==> config.mk <==
export PLATFORM = sky130hd
export DESIGN_NAME = pwr_mode_ctrl
export DESIGN_NICKNAME = d
export VERILOG_FILES = /design/src/rtl/pwr_mode_pkg.sv /design/src/rtl/pwr_wake_sync.sv /design/src/rtl/pwr_seq_timer.sv /design/src/rtl/pwr_mode_ctrl.sv
export SDC_FILE = /design/constraint.sdc
export NUM_CORES = 1
export LEC_CHECK = 0
export ABC_CLOCK_PERIOD_IN_PS = 4300
export BUFFER_PORTS_ARGS = -buffer_cell sky130_fd_sc_hd__buf_4
export CORE_UTILIZATION = 54
export DETAILED_ROUTE_END_ITERATION = 8
export HOLD_SLACK_MARGIN = 0.12
export PLACE_DENSITY = 0.92
export SLEW_MARGIN = 40
export SYNTH_ARGS = -nofsm -noshare
export SYNTH_HDL_FRONTEND = slang
export SYNTH_SLANG_ARGS = --single-unit
==> constraint.sdc <==
create_clock -name clk -period 4.3 [get_ports clk]
set_input_delay 1.29 -clock clk [delete_from_list [all_inputs] [get_ports clk]]
set_output_delay 1.29 -clock clk [all_outputs]
set_load 0.03 [all_outputs]
==> src/rtl/pwr_mode_pkg.sv <==
package pwr_mode_pkg;
   localparam logic [1:0] MODE_NORMAL = 2'd0;
   localparam logic [1:0] MODE_SLOW   = 2'd1;
   localparam logic [1:0] MODE_IDLE   = 2'd2;
   localparam logic [1:0] MODE_SLEEP  = 2'd3;

   typedef enum logic [2:0] {
      ST_RUN, ST_SLOW_SW, ST_SLOW, ST_SLOW_LOCK,
      ST_IDLE, ST_SLEEP, ST_WAKE_STAB, ST_WAKE_LOCK
   } pwr_state_e;

   typedef struct packed {
      logic clk_sel_osc;
      logic pll_en;
      logic cpu_clk_en;
      logic core_pwr_on;
   } pwr_ctl_t;
endpackage

==> src/rtl/pwr_wake_sync.sv <==
module pwr_wake_sync #(
   parameter int N_WAKE   = 16,
   parameter int STAGES   = 2,
   parameter bit RTC_REG  = 1'b0
) (
   input  logic              clk,
   input  logic              rst_n,
   input  logic [N_WAKE-1:0] ext_wake,
   input  logic [N_WAKE-1:0] wake_mask,
   input  logic              rtc_alarm,
   output logic              wake_o
);
   if (STAGES < 2) begin : g_bad_stages
      $error("pwr_wake_sync: STAGES must be at least 2");
   end

   logic [N_WAKE-1:0] hit;
   logic              rtc_q;

   for (genvar i = 0; i < N_WAKE; i++) begin : g_line
      logic [STAGES-1:0] pipe;
      always_ff @(posedge clk or negedge rst_n) begin
         if (!rst_n) pipe <= '0;
         else        pipe <= {pipe[STAGES-2:0], ext_wake[i]};
      end
      assign hit[i] = pipe[STAGES-1] & wake_mask[i];
   end

   if (RTC_REG) begin : g_rtc_reg
      always_ff @(posedge clk or negedge rst_n) begin
         if (!rst_n) rtc_q <= 1'b0;
         else        rtc_q <= rtc_alarm;
      end
   end else begin : g_rtc_direct
      assign rtc_q = rtc_alarm;
   end

   assign wake_o = (|hit) | rtc_q;


   masked_quiet_chk: assert property (@(posedge clk) disable iff (!rst_n)
      (wake_mask == '0 && !rtc_q) |-> !wake_o);
endmodule

==> src/rtl/pwr_seq_timer.sv <==
module pwr_seq_timer #(
   parameter int W = 12
) (
   input  logic         clk,
   input  logic         rst_n,
   input  logic         load,
   input  logic [W-1:0] load_val,
   output logic         zero
);
   if (W < 1) begin : g_bad_w
      $error("pwr_seq_timer: W must be positive");
   end

   logic [W-1:0] cnt;

   always_ff @(posedge clk or negedge rst_n) begin
      if (!rst_n)          cnt <= '0;
      else if (load)       cnt <= load_val;
      else if (cnt != '0)  cnt <= cnt - 1'b1;
   end

   assign zero = (cnt == '0);
endmodule

==> src/rtl/pwr_mode_ctrl.sv <==
module pwr_mode_ctrl
   import pwr_mode_pkg::*;
#(
   parameter int N_WAKE  = 16,
   parameter int LOCK_W  = 12,
   parameter int STAB_W  = 12,
   parameter int SYNC_N  = 2,
   parameter bit RTC_REG = 1'b0
) (
   input  logic              clk,
   input  logic              rst_n,
   input  logic              mode_wr,
   input  logic [1:0]        mode_wdata,
   input  logic [LOCK_W-1:0] lock_cnt,
   input  logic [STAB_W-1:0] stab_cnt,
   input  logic [N_WAKE-1:0] ext_wake,
   input  logic [N_WAKE-1:0] wake_mask,
   input  logic              rtc_alarm,
   input  logic              irq_req,
   output logic              clk_sel_osc,
   output logic              pll_en,
   output logic              cpu_clk_en,
   output logic              core_pwr_on,
   output logic [1:0]        cur_mode,
   output logic              busy
);
   localparam int TW = (LOCK_W > STAB_W) ? LOCK_W : STAB_W;

   if (N_WAKE < 1 || N_WAKE > 32) begin : g_bad_nwake
      $error("pwr_mode_ctrl: N_WAKE must be 1..32");
   end

   pwr_state_e    st, st_n;
   logic          wake, t_load, t_zero;
   logic [TW-1:0] t_val;
   pwr_ctl_t      ctl;

   pwr_wake_sync #(.N_WAKE(N_WAKE), .STAGES(SYNC_N), .RTC_REG(RTC_REG)) u_wake (
      .clk(clk), .rst_n(rst_n), .ext_wake(ext_wake), .wake_mask(wake_mask),
      .rtc_alarm(rtc_alarm), .wake_o(wake)
   );

   pwr_seq_timer #(.W(TW)) u_timer (
      .clk(clk), .rst_n(rst_n), .load(t_load), .load_val(t_val), .zero(t_zero)
   );

   always_comb begin
      st_n   = st;
      t_load = 1'b0;
      t_val  = '0;
      unique case (st)
         ST_RUN: begin
            if (mode_wr) begin
               if (mode_wdata == MODE_SLOW)       st_n = ST_SLOW_SW;
               else if (mode_wdata == MODE_IDLE)  st_n = ST_IDLE;
               else if (mode_wdata == MODE_SLEEP) st_n = ST_SLEEP;
            end
         end
         ST_SLOW_SW: st_n = ST_SLOW;
         ST_SLOW: begin
            if (mode_wr && mode_wdata == MODE_NORMAL) begin
               st_n   = ST_SLOW_LOCK;
               t_load = 1'b1;
               t_val  = TW'(lock_cnt);
            end
         end
         ST_SLOW_LOCK: if (t_zero) st_n = ST_RUN;
         ST_IDLE:      if (irq_req) st_n = ST_RUN;
         ST_SLEEP: begin
            if (wake) begin
               st_n   = ST_WAKE_STAB;
               t_load = 1'b1;
               t_val  = TW'(stab_cnt);
            end
         end
         ST_WAKE_STAB: begin
            if (t_zero) begin
               st_n   = ST_WAKE_LOCK;
               t_load = 1'b1;
               t_val  = TW'(lock_cnt);
            end
         end
         ST_WAKE_LOCK: if (t_zero) st_n = ST_RUN;
         default:      st_n = ST_RUN;
      endcase
   end

   always_ff @(posedge clk or negedge rst_n) begin
      if (!rst_n) st <= ST_RUN;
      else        st <= st_n;
   end

   always_comb begin
      unique case (st)
         ST_RUN:       ctl = '{1'b0, 1'b1, 1'b1, 1'b1};
         ST_SLOW_SW:   ctl = '{1'b1, 1'b1, 1'b1, 1'b1};
         ST_SLOW:      ctl = '{1'b1, 1'b0, 1'b1, 1'b1};
         ST_SLOW_LOCK: ctl = '{1'b1, 1'b1, 1'b1, 1'b1};
         ST_IDLE:      ctl = '{1'b0, 1'b1, 1'b0, 1'b1};
         ST_SLEEP:     ctl = '{1'b1, 1'b0, 1'b0, 1'b0};
         ST_WAKE_STAB: ctl = '{1'b1, 1'b0, 1'b0, 1'b1};
         default:      ctl = '{1'b1, 1'b1, 1'b0, 1'b1};
      endcase
   end

   assign clk_sel_osc = ctl.clk_sel_osc;
   assign pll_en      = ctl.pll_en;
   assign cpu_clk_en  = ctl.cpu_clk_en;
   assign core_pwr_on = ctl.core_pwr_on;

   always_comb begin
      unique case (st)
         ST_RUN:                              cur_mode = MODE_NORMAL;
         ST_SLOW_SW, ST_SLOW, ST_SLOW_LOCK:   cur_mode = MODE_SLOW;
         ST_IDLE:                             cur_mode = MODE_IDLE;
         default:                             cur_mode = MODE_SLEEP;
      endcase
   end

   assign busy = (st == ST_SLOW_SW) || (st == ST_SLOW_LOCK) ||
                 (st == ST_WAKE_STAB) || (st == ST_WAKE_LOCK);


   pll_off_after_mux_chk: assert property (@(posedge clk) disable iff (!rst_n)
      ($fell(pll_en) && core_pwr_on) |-> $past(clk_sel_osc));

   mux_back_on_live_pll_chk: assert property (@(posedge clk) disable iff (!rst_n)
      $fell(clk_sel_osc) |-> (pll_en && $past(pll_en)));

   sleep_all_off_chk: assert property (@(posedge clk) disable iff (!rst_n)
      !core_pwr_on |-> (!pll_en && !cpu_clk_en));

   idle_irq_exit_chk: assert property (@(posedge clk) disable iff (!rst_n)
      (st == ST_IDLE && irq_req) |=> cpu_clk_en);

   busy_write_ignored_chk: assert property (@(posedge clk) disable iff (!rst_n)
      (busy && mode_wr && cur_mode == MODE_SLEEP) |=> cur_mode != MODE_SLOW);
endmodule

==> flow_summary_export.csv, run 1 <==
group,metric,value,unit
routing,drt_pre_antenna_iters,4,
timing,slew_headroom,50.3,%
timing,fin_skew,0.00816,ns
timing,fin_ws,0.802,ns
timing,whs,0.345,ns
routing,vias,1680,
outcome,run_status,"finished clean",
timing,slew_violations,0,
min_path,hold_path_class,"reg2reg",
timing,max_freq,0.286,GHz
clock_network,numCtsBuffers,5,
synthesis,synth_top_cell_by_area,"dfrtp_1",
global_route,track_usage,23.7,%
finish,drive_gt1_share,31.7,%
synthesis,synth_area,2140,µm²
run,maxCapViolations,0,
clock_network,ctsHtreeMaxLevel,2,
floorplanning,chipWidth,64.9,µm
critical_path,timing.rr.start,"u_wake.g_line[4].pipe[1]",
routing,drc_errors,0,
synthesis,syn_nets,263,
placed_design,gp_congestion,0.873,
timing,finalSetupViolCount,0,
clock_network,clk_pin_slew,0.09,ns
synthesis,synthCells,188,
clock_network,cts_resized,0,
timing,setup_tns,0,ns
timing,min_period,3.50,ns
global_route,gr-total-overflow,0,
routing,route.met2.wl,2.33,mm
routing,drt_iter0_drc,88,
global_route,grt_pass1_vias,1654,
placed_design,port_buffers,69,
floorplanning,die_height,64.9,µm
critical_path,reg2reg_to,"u_timer.cnt[5]",
clock_network,cts_tree,"done",
finish,fin_util,74.6,%
routing,postRouteAntennaNets,0,
power_and_ir_drop,p_leak,1.32,nW
critical_path,arrival,2.21,ns
floorplanning,coreArea,3740,µm²
global_route,grt_max_degree,48,
min_path,hold_path_startpoint,"u_wake.g_line[9].pipe[0]",
power_and_ir_drop,vdd_drop_max,0.000351,V
critical_path,cp-start-kind,"flop",
timing,finalHoldViolations,0,
floorplanning,io_pins,70,
critical_path,reg2reg_slack,1.83,ns
routing,routedWlPerCell,14.4,µm
clock_network,root_buffer,"clkbuf_8",
synthesis,avgSynthCellArea,11.4,µm²
timing,finalCritPeriodShare,81.4,%
finish,synthToLayoutAreaGrowth,30.6,%
finish,final_common_cell,"buf_4",
routing,drt-met1-wl,1.75,mm
synthesis,yosysWarningCount,0,
synthesis,synthArstFlopShare,100,%
global_route,grt_pass1_wl,7.18,mm
floorplanning,row_count,22,
floorplanning,die_area,4220,µm²
power_and_ir_drop,power,1.63,mW
critical_path,reg2reg_depth,5,
synthesis,yosys-top-cells-area,"dfrtp_1 (55%), ha_1 (7.0%), o221ai_1 (4.1%)",
synthesis,ys.flop_type,"dfrtp_1",
routing,dr_wl_met3,296,µm
clock_network,clock_path_buffers,2,
min_path,hold-path-endpoint,"u_wake.g_line[9].pipe[1]",
clock_network,cts_hold_buf,0,
clock_network,postCtsSetupBuffers,0,
critical_path,worst-setup-path-type,"reg2out",
power_and_ir_drop,cellPowerDensity,585,nW/µm²
routing,vias_per_cell,5.42,
placed_design,hpwl,3.27,mm
synthesis,synth_enable_flop_cells,0,
critical_path,cp_max_fo,8,
timing,rsz0062_at_grt,"no",
finish,final_cell_mix,"buf_4 (71), dfrtp_1 (47), nand2_1 (21)",
global_route,antenna_found_initial,0,
critical_path,critPathCaptureType,"output pin",
synthesis,synth_top_area_share,55.0,%
critical_path,crit_required,3.01,ns
clock_network,clk_latency,0.30,ns
floorplanning,start_util,57.2,%
routing,drt_wl_total,4.47,mm
synthesis,ys_seq_elements,47,
min_path,whs_path_depth,0,
finish,nNetsFinal,336,
finish,diodes,0,
synthesis,synth-seq-area-share,55.0,%
clock_network,cts_sinks,47,
routing,top_layer,"met4",
timing,worst_pin_slew,0.744,ns
placed_design,dp_slack,0.976,ns
synthesis,ys_types,42,
## flip-flops by register name, summed over array words and instances (netlist names)
signal,count
u_timer.cnt,12
u_wake.g_line.pipe,32
st,3
## worst max path at each step
stage | startpoint | endpoint | slack [ns] | depth (start not counted)
floorplan | st[1] | pll_en | 1.08 | 6
global placement | wake_mask[4] | u_timer.cnt[8] | 1.05 | 6
detailed placement | wake_mask[4] | u_timer.cnt[9] | 0.98 | 6
CTS | st[1] | pll_en | 0.80 | 7
global route | st[1] | pll_en | 0.64 | 7
finish | st[0] | pll_en | 0.80 | 7
## kinds of logic (layout without fill, tap and decap cells)
family	after synthesis	in the layout	share of synthesized area, %
compound gates	39	39	15.8
xor+xnor	11	11	4.50
fa+ha+maj	12	12	7.02
buf+inv	26	100	4.97
flops	47	47	55.0
mux	3	3	1.46
simple gates	50	50	11.3
## synth_stat cells, drive strengths merged (2+ instances only)
cell type,number
buf,3
nand3,2
nand2,21
inv,20
nor3,4
a31oi,2
a22oi,6
nand4,2
nor2b,3
xnor2,9
clkbuf,2
ha,12
nor2,10
a21oi,4
xor2,2
dfrtp,47
mux2i,2
o211ai,3
o21ai,4
o221ai,10
a21o,2
## final cells by class
class	instances	area, µm²
sequential	47	1180
fill	266	950
multi-input combinational	115	857
timing repair buffer	71	533
inverter	21	78.8
clock buffer	6	72.6
tap	48	60.1
clock inverter	2	16.3
## through the flow
stage / instance area [µm²] / cells
detailed placement: 2710 / 302
finish: 2790 / 310
global placement: 2710 / 302
floorplan: 2140 / 188
CTS: 2790 / 310
global route: 2790 / 310
## report_power, final
group	switching, mW	internal [mW]	total, mW
clock network	0.148	0.117	0.265
registers	0.104	0.533	0.637
logic	0.396	0.337	0.733
## routing by layer
layer / vias to the layer above / track usage, %
met3: 11 / 8.45
met5: - / 0
met4: 0 / 10.6
met1: 806 / 26.9
met2: 62 / 39.8
li1: 801 / -
## critical path: stages (launching register included)
cell and delay [ns]:
dfrtp_1 0.49, inv_1 0.20, ha_1 0.34, or3_1 0.38, a21oi_1 0.13, nor3_1 0.06, a31oi_1 0.14, buf_4 0.18
(Power assumes the default switching activity.)
==> run 2: changes to the inputs <==
--- a/config.mk
+++ b/config.mk
@@ -5,12 +5,13 @@
 export SDC_FILE = /design/constraint.sdc
 export NUM_CORES = 1
 export LEC_CHECK = 0
-export ABC_CLOCK_PERIOD_IN_PS = 4300
+export ABC_AREA = 1
+export ABC_CLOCK_PERIOD_IN_PS = 3200
 export BUFFER_PORTS_ARGS = -buffer_cell sky130_fd_sc_hd__buf_4
-export CORE_UTILIZATION = 54
+export CORE_UTILIZATION = 47
 export DETAILED_ROUTE_END_ITERATION = 8
 export HOLD_SLACK_MARGIN = 0.12
-export PLACE_DENSITY = 0.92
+export PLACE_DENSITY = 0.84
 export SLEW_MARGIN = 40
 export SYNTH_ARGS = -nofsm -noshare
 export SYNTH_HDL_FRONTEND = slang
==> constraint.sdc (replaced) <==
create_clock -name clk -period 3.2 [get_ports clk]
set_input_delay 0.96 -clock clk [delete_from_list [all_inputs] [get_ports clk]]
set_output_delay 0.96 -clock clk [all_outputs]
set_load 0.03 [all_outputs]
==> flow_summary_export.csv, run 2 <==
group,metric,value,unit
outcome,run_status,"finished clean",
global_route,track_usage,20.6,%
finish,largest_reg_flops,32,
routing,vias_per_cell,4.75,
placed_design,placedCellCount,441,
synthesis,synth_top_cell_by_area,"dfrtp_1",
clock_network,clk_pin_slew,0.09,ns
critical_path,cp_max_fo,6,
clock_network,cts_sinks,47,
run,maxCapViolations,0,
min_path,hold_path_class,"reg2reg",
power_and_ir_drop,p_switching,1.01,mW
synthesis,yosysMostFrequentCell,"nand2_1",
timing,finalHoldViolations,0,
floorplanning,die_height,74.3,µm
clock_network,ctsHtreeMaxLevel,2,
global_route,grt_pass1_vias,1946,
timing,finalSetupViolCount,0,
synthesis,synth-seq-area-share,47.9,%
critical_path,worst_path_largest_cell_delay,0.46,ns
placed_design,port_buffers,69,
clock_network,root_buffer,"clkbuf_8",
power_and_ir_drop,vdd_drop_max,0.000811,V
critical_path,crit_slowest_cell,"dfrtp_1",
floorplanning,row_count,25,
power_and_ir_drop,seq_power_share,35.5,%
global_route,antenna_found_initial,0,
finish,finalNonFillerCells,449,
floorplanning,coreArea,4880,µm²
clock_network,cts_tree,"done",
finish,synthToLayoutAreaGrowth,27.7,%
finish,largestRegisters,"u_wake.g_line.pipe (32), u_timer.cnt (12), st (3)",
timing,min_period,2.92,ns
timing,setup_tns,0,ns
synthesis,synthArstFlopShare,100,%
timing,fin_ws,0.284,ns
timing,worst_pin_slew,0.634,ns
synthesis,syn_nets,382,
routing,drt_pre_antenna_iters,4,
synthesis,synth_common_cells,"nand2_1 (113), dfrtp_1 (47), inv_1 (31)",
placed_design,gp_congestion,0.922,
timing,fin_skew,0.00869,ns
finish,nNetsFinal,456,
critical_path,crit_family,"flip-flops",
clock_network,numCtsBuffers,5,
routing,drt_wl_total,5.25,mm
routing,routedWlPerCell,11.7,µm
synthesis,ys_types,26,
finish,diodes,0,
clock_network,clock_path_buffers,2,
critical_path,arrival,1.96,ns
timing,slew_headroom,57.6,%
power_and_ir_drop,pwr-share-comb,48.0,%
synthesis,yosys-top-cells-area,"dfrtp_1 (48%), nand2_1 (17%), ha_1 (6.1%)",
timing,rsz0062_at_grt,"no",
critical_path,crit_chain,"inv_1, ha_1, o21ai_0, nand2_1, nor2_1, nand3_1, o211ai_1, buf_4",
finish,fillCellCount,434,
clock_network,clk_latency,0.31,ns
synthesis,avgSynthCellArea,7.99,µm²
routing,drt_iter0_drc,100,
floorplanning,io_pins,70,
timing,max_freq,0.343,GHz
synthesis,synth_area,2450,µm²
global_route,grt_pass1_wl,8.42,mm
power_and_ir_drop,swShare,43.5,%
critical_path,critPathCaptureType,"output pin",
timing,finalCritPeriodShare,91.1,%
critical_path,crit_required,2.24,ns
placed_design,dp_slack,0.636,ns
synthesis,yosysWarningCount,0,
synthesis,ys_seq_elements,47,
finish,final_common_cell,"nand2_1",
clock_network,cts_resized,0,
clock_network,cts_hold_buf,0,
critical_path,worst-setup-path-type,"reg2out",
timing,slew_violations,0,
synthesis,synthCells,307,
global_route,gr-total-overflow,0,
synthesis,synth_top_area_share,47.9,%
power_and_ir_drop,cellPowerDensity,741,nW/µm²
floorplanning,start_util,50.3,%
finish,drive_gt1_share,24.6,%
finish,final_cell_mix,"nand2_1 (113), buf_4 (69), dfrtp_1 (47)",
synthesis,synth_enable_flop_cells,0,
global_route,grt_max_degree,48,
routing,vias,2133,
power_and_ir_drop,clockPowerShare,16.5,%
critical_path,cp.buffers_inverters,2,
routing,drc_errors,0,
critical_path,cp-start-kind,"flop",
synthesis,ys.flop_type,"dfrtp_1",
power_and_ir_drop,p_leak,1.69,nW
floorplanning,die_area,5510,µm²
finish,top_register,"u_wake.g_line.pipe",
routing,postRouteAntennaNets,0,
floorplanning,chipWidth,74.3,µm
clock_network,postCtsSetupBuffers,0,
power_and_ir_drop,internal-power,1.31,mW
placed_design,hpwl,4.15,mm
[run 2: cell types whose count changed in the layout (fill, tap and decap cells not counted), moves of 3 or more]
| cell | previous run | this run |
|---|---|---|
| nand2_1 | 21 | 113 |
| nand3_1 | 2 | 24 |
| nor2_1 | 10 | 30 |
| inv_1 | 20 | 31 |
| o221ai_1 | 10 | 0 |
| xnor2_1 | 9 | 1 |
| a22oi_1 | 6 | 1 |
| o21ai_0 | 4 | 9 |
| a21oi_1 | 4 | 8 |
| nor2_4 | 0 | 4 |
| nand2_2 | 0 | 3 |
| nor2b_1 | 3 | 0 |
| nor3_1 | 4 | 1 |
| xor2_1 | 2 | 5 |
[run 2: power by group through the flow]
stage / Sequential [mW] / Clock, mW / Combinational [mW]
detailed placement: 0.834 / 0 / 1.11
global placement: 0.828 / 0 / 1.08
floorplan: 0.808 / 0 / 0.819
finish: 0.824 / 0.382 / 1.11
global route: 0.841 / 0.411 / 1.25
CTS: 0.823 / 0.392 / 1.12
[run 2: stage by stage]
step	utilization, %	area [µm²]	hold slack [ns]	power (mW)
floorplan	-	2450	0.331	1.63
global placement	62.2	3040	0.333	1.91
detailed placement	62.2	3040	0.335	1.95
CTS	64.2	3130	0.355	2.33
global route	64.2	3130	0.363	2.50
finish	64.2	3130	0.352	2.32
[run 2: logic make-up (layout without fill, tap and decap cells)]
family | count (synthesis) | count (layout) | share of synthesized area (%)
AOI/OAI and AO/OA | 22 | 22 | 5.10
and+or+nand+nor | 183 | 183 | 32.5
DFF | 47 | 47 | 47.9
adders and majority gates | 12 | 12 | 6.12
buffers and inverters | 37 | 112 | 6.22
xor gates and xnor gates | 6 | 6 | 2.14
[run 2: layer usage]
layer | vias up | wire length (µm) | GRT usage [%]
li1 | 1102 | - | -
met1 | 980 | 2230 | 24.6
met2 | 43 | 2770 | 37.0
met3 | 8 | 177 | 4.47
met4 | 0 | 81 | 6.92
met5 | - | 0 | 0
[run 2: layout make-up]
| class | instances | area [µm²] | share of cell area, % |
|---|---|---|---|
| flip-flops and latches | 47 | 1180 | 37.5 |
| repair buffers | 69 | 518 | 16.5 |
| clock buffers | 5 | 68.8 | 2.20 |
| inverters | 35 | 134 | 4.27 |
| multi-input cells | 223 | 1120 | 35.9 |
| clock inverters | 3 | 27.5 | 0.879 |
| well taps | 67 | 83.8 | 2.68 |
[run 2: worst paths after layout]
path	slack (ns)	cells past startpoint	start	end
max	0.28	8	st[1]	pll_en
max reg2reg	1.27	9	st[1]	u_timer.cnt[1]
min	0.35	0	u_wake.g_line[13].pipe[0]	u_wake.g_line[13].pipe[1]
min in group asynchronous	0.64	1	rst_n	u_timer.cnt[1]
min reg2reg	0.35	0	u_wake.g_line[13].pipe[0]	u_wake.g_line[13].pipe[1]
max in group asynchronous	2.17	1	rst_n	u_wake.g_line[7].pipe[0]
